[config.mk]
export PLATFORM = sky130hd
export DESIGN_NAME = dma_dst_ack_unit
export DESIGN_NICKNAME = d
export VERILOG_FILES = /design/src/rtl/dma_ack_pkg.sv /design/src/rtl/dma_ctl_reg.sv /design/src/rtl/dma_dst_addr.sv /design/src/rtl/dma_ack_gen.sv /design/src/rtl/dma_dst_ack_unit.sv
export SDC_FILE = /design/constraint.sdc
export NUM_CORES = 1
export LEC_CHECK = 0
export ABC_AREA = 1
export CORE_MARGIN = 5
export CORE_UTILIZATION = 56
export DETAILED_ROUTE_END_ITERATION = 10
export PLACE_DENSITY = 0.9
export SYNTH_ARGS = -nofsm -noshare
export SYNTH_HDL_FRONTEND = slang
export SYNTH_SLANG_ARGS = --single-unit
export TNS_END_PERCENT = 5
[constraint.sdc]
create_clock -name clk -period 4.92 [get_ports clk]
set_clock_uncertainty 0.15 [all_clocks]
set_input_delay 0.984 -clock clk [delete_from_list [all_inputs] [get_ports clk]]
set_output_delay 0.984 -clock clk [all_outputs]
set_load 0.03 [all_outputs]
[src/rtl/dma_ack_pkg.sv]
package dma_ack_pkg;

    localparam int CTL_W = 8;

    typedef enum logic [1:0] {
        DST_FIXED = 2'b00,
        DST_INC   = 2'b01,
        DST_DEC   = 2'b10,
        DST_RSVD  = 2'b11
    } dst_mode_e;

    typedef enum logic [1:0] {
        SZ_BYTE    = 2'd0,
        SZ_HALF    = 2'd1,
        SZ_WORD    = 2'd2,
        SZ_BURST16 = 2'd3
    } xfer_size_e;

    typedef struct packed {
        logic [3:0] rsvd;
        logic       ack_wr_phase;
        logic       ack_high;
        dst_mode_e  dst_mode;
    } ctl_word_t;

    typedef struct packed {
        xfer_size_e size;
        logic       dual;
        logic       dst_dev;
        dst_mode_e  mode;
    } xfer_attr_t;

    function automatic logic [4:0] step_bytes(xfer_size_e s);
        case (s)
            SZ_BYTE:  return 5'd1;
            SZ_HALF:  return 5'd2;
            SZ_WORD:  return 5'd4;
            default:  return 5'd16;
        endcase
    endfunction

    function automatic logic combo_illegal(dst_mode_e m, xfer_size_e s);
        return (m == DST_RSVD) || ((s == SZ_BURST16) && (m != DST_INC));
    endfunction

endpackage

[src/rtl/dma_ctl_reg.sv]
module dma_ctl_reg
    import dma_ack_pkg::*;
#(
    parameter int CHAN_IDX = 0
) (
    input  logic      clk,
    input  logic      rst,
    input  logic      we,
    input  ctl_word_t wdata,
    output ctl_word_t q
);
    localparam bit HAS_ACK_CTL = (CHAN_IDX < 2);

    dst_mode_e mode_q;

    always_ff @(posedge clk) begin
        if (rst)
            mode_q <= DST_FIXED;
        else if (we)
            mode_q <= wdata.dst_mode;
    end

    generate
        if (HAS_ACK_CTL) begin : g_ack_ctl
            logic wr_ph_q, high_q;
            always_ff @(posedge clk) begin
                if (rst) begin
                    wr_ph_q <= 1'b0;
                    high_q  <= 1'b0;
                end else if (we) begin
                    wr_ph_q <= wdata.ack_wr_phase;
                    high_q  <= wdata.ack_high;
                end
            end
            always_comb begin
                q              = '0;
                q.dst_mode     = mode_q;
                q.ack_wr_phase = wr_ph_q;
                q.ack_high     = high_q;
            end
        end else begin : g_no_ack_ctl
            always_comb begin
                q          = '0;
                q.dst_mode = mode_q;
            end
        end
    endgenerate

endmodule

[src/rtl/dma_dst_addr.sv]
module dma_dst_addr
    import dma_ack_pkg::*;
#(
    parameter int AW = 32
) (
    input  logic          clk,
    input  logic          rst,
    input  logic          addr_we,
    input  logic [AW-1:0] addr_wdata,
    input  logic          wr_phase,
    input  xfer_attr_t    attr_in,
    input  logic          err_clr,
    output logic [AW-1:0] addr,
    output logic          err
);
    logic          pend_q;
    xfer_attr_t    attr_q;
    logic          skip, bad;
    logic [AW-1:0] step;
    logic [AW-1:0] addr_next;

    always_ff @(posedge clk) begin
        if (rst) begin
            pend_q <= 1'b0;
            attr_q <= '0;
        end else begin
            pend_q <= wr_phase;
            if (wr_phase)
                attr_q <= attr_in;
        end
    end

    always_comb begin
        skip      = !attr_q.dual && attr_q.dst_dev;
        bad       = !skip && combo_illegal(attr_q.mode, attr_q.size);
        step      = AW'(step_bytes(attr_q.size));
        addr_next = addr;
        if (!skip && !bad) begin
            case (attr_q.mode)
                DST_INC: addr_next = addr + step;
                DST_DEC: addr_next = addr - step;
                default: addr_next = addr;
            endcase
        end
    end

    always_ff @(posedge clk) begin
        if (rst) begin
            addr <= '0;
            err  <= 1'b0;
        end else begin
            if (addr_we)
                addr <= addr_wdata;
            else if (pend_q)
                addr <= addr_next;

            if (pend_q && bad && !addr_we)
                err <= 1'b1;
            else if (err_clr)
                err <= 1'b0;
        end
    end

endmodule

[src/rtl/dma_ack_gen.sv]
module dma_ack_gen (
    input  logic rd_phase,
    input  logic wr_phase,
    input  logic dual,
    input  logic place_wr,
    input  logic act_high,
    output logic pin
);
    logic active;

    always_comb begin
        if (dual)
            active = place_wr ? wr_phase : rd_phase;
        else
            active = rd_phase | wr_phase;
        pin = act_high ? active : !active;
    end

endmodule

[src/rtl/dma_dst_ack_unit.sv]
module dma_dst_ack_unit
    import dma_ack_pkg::*;
#(
    parameter int CHAN_IDX = 0,
    parameter int AW       = 32
) (
    input  logic          clk,
    input  logic          rst,
    input  logic          cfg_we,
    input  logic [7:0]    cfg_wdata,
    output logic [7:0]    cfg_rdata,
    input  logic          addr_we,
    input  logic [AW-1:0] addr_wdata,
    input  logic [1:0]    xfer_size,
    input  logic          dual_mode,
    input  logic          dst_is_device,
    input  logic          rd_phase,
    input  logic          wr_phase,
    output logic [AW-1:0] dst_addr,
    output logic          ack_pin,
    output logic          mode_err
);
    ctl_word_t  ctl_q;
    xfer_attr_t attr;

    dma_ctl_reg #(.CHAN_IDX(CHAN_IDX)) ctl_i (
        .clk   (clk),
        .rst   (rst),
        .we    (cfg_we),
        .wdata (ctl_word_t'(cfg_wdata)),
        .q     (ctl_q)
    );

    assign cfg_rdata = ctl_q;

    always_comb begin
        attr.size    = xfer_size_e'(xfer_size);
        attr.dual    = dual_mode;
        attr.dst_dev = dst_is_device;
        attr.mode    = ctl_q.dst_mode;
    end

    dma_dst_addr #(.AW(AW)) addr_i (
        .clk        (clk),
        .rst        (rst),
        .addr_we    (addr_we),
        .addr_wdata (addr_wdata),
        .wr_phase   (wr_phase),
        .attr_in    (attr),
        .err_clr    (cfg_we),
        .addr       (dst_addr),
        .err        (mode_err)
    );

    dma_ack_gen ack_i (
        .rd_phase (rd_phase),
        .wr_phase (wr_phase),
        .dual     (dual_mode),
        .place_wr (ctl_q.ack_wr_phase),
        .act_high (ctl_q.ack_high),
        .pin      (ack_pin)
    );

endmodule

; After elaboration in Yosys (flattened, before gate mapping)
; Cells that the tools add are included.
[classes]
add_sub_neg = 2
n_reduce_logical = 18
muxes = 10
n_bitwise = 1
n_eq_ne = 7
[ops]
columns = operator, n
row1 = 32-bit two-way mux, 3
row2 = 32-bit one-hot mux with 2 select lines, 1
row3 = 32-bit by 5-bit adder with 32-bit output, 1
row4 = 32-bit by 5-bit subtractor with 32-bit output, 1
row5 = 5-bit one-hot mux with 3 select lines, 1
row6 = 2-bit == test (second input constant), 4
row7 = 1-bit logical AND, 6
row8 = 2-bit nonzero test, 3
row9 = 1-bit zero test, 5
row10 = 1-bit two-way mux, 5
row11 = 2-bit by 1-bit == test with 1-bit output (second input constant), 2
row12 = 3-bit AND reduction, 1
row13 = 3-bit nonzero test, 1
row14 = 2-bit zero test, 1
row15 = 2-bit by 1-bit inequality test with 1-bit output (second input constant), 1
row16 = 1-bit logical OR, 1
row17 = 1-bit bitwise OR, 1
[totals]
input_bits = 50
wordCells = 48
output_inout_bits = 42
ff_bits = 44

; Depth between registers and ports, before layout
[depth]
depth_word = 9
ltp_mapped = 18
mapped_depth_nobuf = 18

; Cells and area by module
; From an unflattened synthesis, not the netlist that was laid out.
[unflattened]
cells_unflattened = 730
area_unflattened_um2 = 4226.6
[modules_own_cells]
columns = mod, n_inst, cells_each, area_per_inst_um2
row1 = dma_dst_addr, 1, 687, 3966.3
row2 = dma_ctl_reg, 1, 33, 221.5
row3 = dma_ack_gen, 1, 10, 38.8

; Least setup slack after synthesis
; OpenSTA, ideal clock, no wires.
[synth_timing]
kind = input -> output
from = in dual_mode
to = out ack_pin
path_stages = 4
arrival_ps = 1743
path_slack_ps = 2043
path_cell_list = inv_1 > o21ai_0 > nand2_1 > xnor2_1
[synth_between]
elab_chain_cells = 3
[synth_lines]
columns = element, line
row1 = start: declaration, dma_dst_ack_unit.sv:15  ; input logic dual_mode,
row2 = 1-bit two-way mux *, dma_ack_gen.sv:12  ; if (dual)
row3 = 1-bit zero test, dma_ack_gen.sv:16  ; pin = act_high ? active : !active;
row4 = 1-bit two-way mux *, dma_ack_gen.sv:16
row5 = end: declaration, dma_dst_ack_unit.sv:20  ; output logic ack_pin,
; Mark *: on every way between the ends. The rest lies on a longest branch, timed or not.

; Final worst setup path
[layout_timing]
from = in wr_phase
to = out ack_pin
[layout_between]
elab_chain_cells = 4
elab_cells_between_ends = 5
[layout_lines]
columns = element, line
row1 = start: declaration, dma_dst_ack_unit.sv:18  ; input logic wr_phase,
row2 = 1-bit bitwise OR / 1-bit two-way mux (equally long branches), "dma_ack_gen.sv:15, dma_ack_gen.sv:13"
row3 = 1-bit two-way mux *, dma_ack_gen.sv:12
row4 = 1-bit zero test, dma_ack_gen.sv:16
row5 = 1-bit two-way mux *, dma_ack_gen.sv:16
; Marked as above.

==> metrics.md <==
| Metric | Value |
|---|---|
| Final hold vios | 0 |
| CP dominant cell by count | clkdlybuf4s50_1 |
| IR Drop Worst-Case VDD | 0.000124 V |
| Largest net degree at the start of global routing | 45 |
| Initial DRC Count | 269 |
| Worst-path cell chain | clkdlybuf4s50_1 -> o21ai_0 -> nand2_1 -> xnor2_1 -> clkdlybuf4s50_1 |
| Worst-margin pin slew | 1.14 ns |
| Syn Area/Cell | 5.81 sq um |
| Antenna Nets Post-Route | 0 |
| Remaining DRCs | 0 |
| Post-synth EDFFs | 0 |
| Post-CTS Resized | 0 |
| Synth cell types | 37 |
| Seq cells post-synth | 44 |
| CP peak stage delay | 0.70 ns |
| Via count | 4758 |
| Setup violators final | 0 |
| Busiest grt layer | met2 |
| Power per Cell Area | a little over 200 nW/um^2 |
| Mux contribution to synthesized area | 0% |
| Post-Synth Simple-Gate Area | about two fifths |
| Setup CP Type | in -> out |
| Mapped Area | 4300 sq um |
| Lkg Pwr | 2.71 nW |
| Die Wd | 97.7 um |
| CP Data Arrival Time | 2.65 ns |
| Die area | around 9500 sq um |
| Vias in the first global route | between 4000 and 5000 |
| Sw frac | a little over a third |
| Clock root buffer | clkbuf_8 |
| Gr ovfl total | 0 |
| Wire length per cell | between 10 and 15 um |
| Final WL | 12600 um |
| Slew HR | 24.1% |
| Clk network pwr share | between 20% and 30% |
| Sw power | 0.385 mW |
| Chip height | 97.7 um |
| Share of cells above drive strength 1 | 4.91% |
| P_int | 0.683 mW |
| Max Clock Freq | approximately 260 MHz |
| Synth Flop Type | dfxtp_1 |
| Layout area overhead | 22.4% |
| GRT Total Usage | between 20% and 30% |
| Asr flop ratio synth | 0% |
| Largest family of logic cells by synthesized area | simple AND/OR/NAND/NOR gates |
| CTS buffer count | 5 |
| Crit path capture type | output pin |
| Setup tns final | 0 ns |
| CTS tree | yes |
| RD Place Congestion | 0.930 |
| Critical Path RT | 3.79 ns |
| CTS Hold Bufs | 0 |
| Mapped Cells | 741 |
| CP Max Fanout | 7 |
| Post CTS Setup Buffer Count | 0 |
| Minimum clock period | ~3.8 ns |
| Post-DP HPWL | 9780 um |
| DR vias/cell | 5.19 |
| Slowest cell on crit path | clkdlybuf4s50_1 |
| NumNets Final | 896 |
| Yosys warns | 0 |
| Site Rows | 32 |
| Comb pwr share | approximately 34% |
| Post-synthesis adder-cell area fraction | 9.48% |
| Crit share post-route | between 70% and 80% |
| Met1 usage | 31.7% |
| Antenna violations before repair | 0 |
| Grt met2 use | 47.9% |
| WHS | 0.340 ns |
| Crit path max-delay family | buffers and inverters |
| RSZ-0062 raised after global routing | no |
| Core area | 7610 sq um |
| M3 GR Usage | 4.24% |
| Port buffer count | 83 |
| Outcome | complete, no violations |
| 1st-pass router iterations | 5 |
| Register area share after synthesis | 20.5% |
| Max Cap Viol | 0 |
| Clk buf depth | 2 |
| Worst skew pair latency | 0.32 ns |
| Initial Util | 56.6% |
| Clock sinks | 44 |
| XOR/XNOR share of the synthesized area | 2.65% |
| Final Max Tran Viols | 0 |
| First-pass GRT wire length | ~21000 um |
| Clk slew on worst S/H paths | 0.09 ns |
| Sequential group share of total power | a little under two fifths |
| Antenna cells | 0 |
| HP Class | reg -> reg |
| CP bufs+invs | 2 |
| # H-tree levels | 2 |
| Compound-cell area share of the yosys netlist | between 10 and 15% |
| Top-level port count | about 90 |
| Startpoint class of the critical path | input port |
## sequential cells by signal, summed over array words and instances, names as in the netlist
register / flops
ctl_i.g_ack_ctl.high_q: 1
addr_i.addr: 32
addr_i.attr_q: 6
ctl_i.g_ack_ctl.wr_ph_q: 1
addr_i.pend_q: 1
addr_i.err: 1
ctl_i.mode_q: 2
## cells by family (layout without fill, tap and decap cells)
| group | Yosys count | in the layout |
|---|---|---|
| simple gates | 421 | 421 |
| buf+inv | 136 | 207 |
| compound gates | 94 | 94 |
| flops | 44 | 44 |
| fa+ha+maj | 32 | 32 |
| xor+xnor | 13 | 13 |
| other cells | 1 | 4 |
## stage by stage
step | area (sq um) | utilization, % | std cells | total power, mW | setup WS (ns)
finish | 5270 | 69.3 | 917 | 1.07 | 1.14
floorplan | 4320 | - | 744 | 0.649 | 2.04
CTS | 5270 | 69.3 | 917 | 1.07 | 1.14
global placement | 5150 | 67.8 | 909 | 0.759 | 1.23
detailed placement | 5150 | 67.8 | 909 | 0.770 | 1.14
global route | 5270 | 69.3 | 917 | 1.13 | 1.07
## layout make-up
| type | instances | area, sq um |
|---|---|---|
| fillers | 707 | 2340 |
| clock buffers | 5 | 68.8 |
| flip-flops and latches | 44 | 881 |
| repair buffers | 85 | 846 |
| inverters | 114 | 428 |
| well taps | 102 | 128 |
| clock inverters | 3 | 46.3 |
| multi-input cells | 564 | 2870 |
## metal layers
metal  wire length (um)  vias up
met4                204        0
met2               6250      141
met3                686       17
met1               5470     2131
li1                   -     2469
met5                  0        -
## power by group through the flow
stage	clock network [mW]	registers, mW	logic [mW]
final	0.302	0.399	0.367
after floorplan	0	0.440	0.209
after global routing	0.322	0.403	0.402
after global placement	0	0.406	0.353
after CTS	0.309	0.399	0.365
after detailed placement	0	0.407	0.364
## worst paths after layout
check	startpoint	slack [ns]	endpoint	cells after the start
max reg2reg	addr_i.attr_q[0]	1.52	addr_i.addr[17]	12
min	addr_i.attr_q[2]	0.34	addr_i.attr_q[2]	2
max	wr_phase	1.14	ack_pin	5
min reg2reg	addr_i.attr_q[2]	0.34	addr_i.attr_q[2]	2
## cells in the final DEF, fill, tap and decap left out, types with 3 or more instances in the layout
master             n
nand2_1          271
inv_1            112
clkdlybuf4s50_1   83
nor2_1            69
a21oi_1           49
nand3_1           45
dfxtp_1           44
ha_1              31
a31oi_1           13
nand2_2           11
xor2_1             9
a22o_1             8
o21ai_0            5
o21bai_1           5
a211oi_1           5
nand4_1            5
or2_2              5
clkbuf_8           5
xnor2_1            4
nor2_2             4
nand3b_1           4
conb_1             4
nor2_4             3
## Yosys cell counts (4+ instances only)
| master | number | area (sq um) |
|---|---|---|
| a21oi_1 | 49 | 245 |
| or2_2 | 5 | 31.3 |
| inv_1 | 112 | 420 |
| a31oi_1 | 13 | 81.3 |
| nor2_1 | 69 | 259 |
| nor2_2 | 4 | 25.0 |
| a22o_1 | 8 | 70.1 |
| ha_1 | 31 | 388 |
| clkbuf_1 | 7 | 26.3 |
| a211oi_1 | 5 | 37.5 |
| nand4_1 | 5 | 31.3 |
| xor2_1 | 9 | 78.8 |
| nand3_1 | 45 | 225 |
| nand2_1 | 271 | 1020 |
| xnor2_1 | 4 | 35.0 |
| o21ai_0 | 5 | 25.0 |
| nand3b_1 | 4 | 30.0 |
| buf_2 | 5 | 25.0 |
| buf_4 | 8 | 60.1 |
| o21bai_1 | 5 | 37.5 |
| nand2_2 | 11 | 68.8 |
| dfxtp_1 | 44 | 881 |
## worst min-delay path, cell delays in order, from the launching register on
cell,delay [ns]
dfxtp_1,0.33
nand2_1,0.06
a21oi_1,0.06
Power figures use the tool's default switching activity.
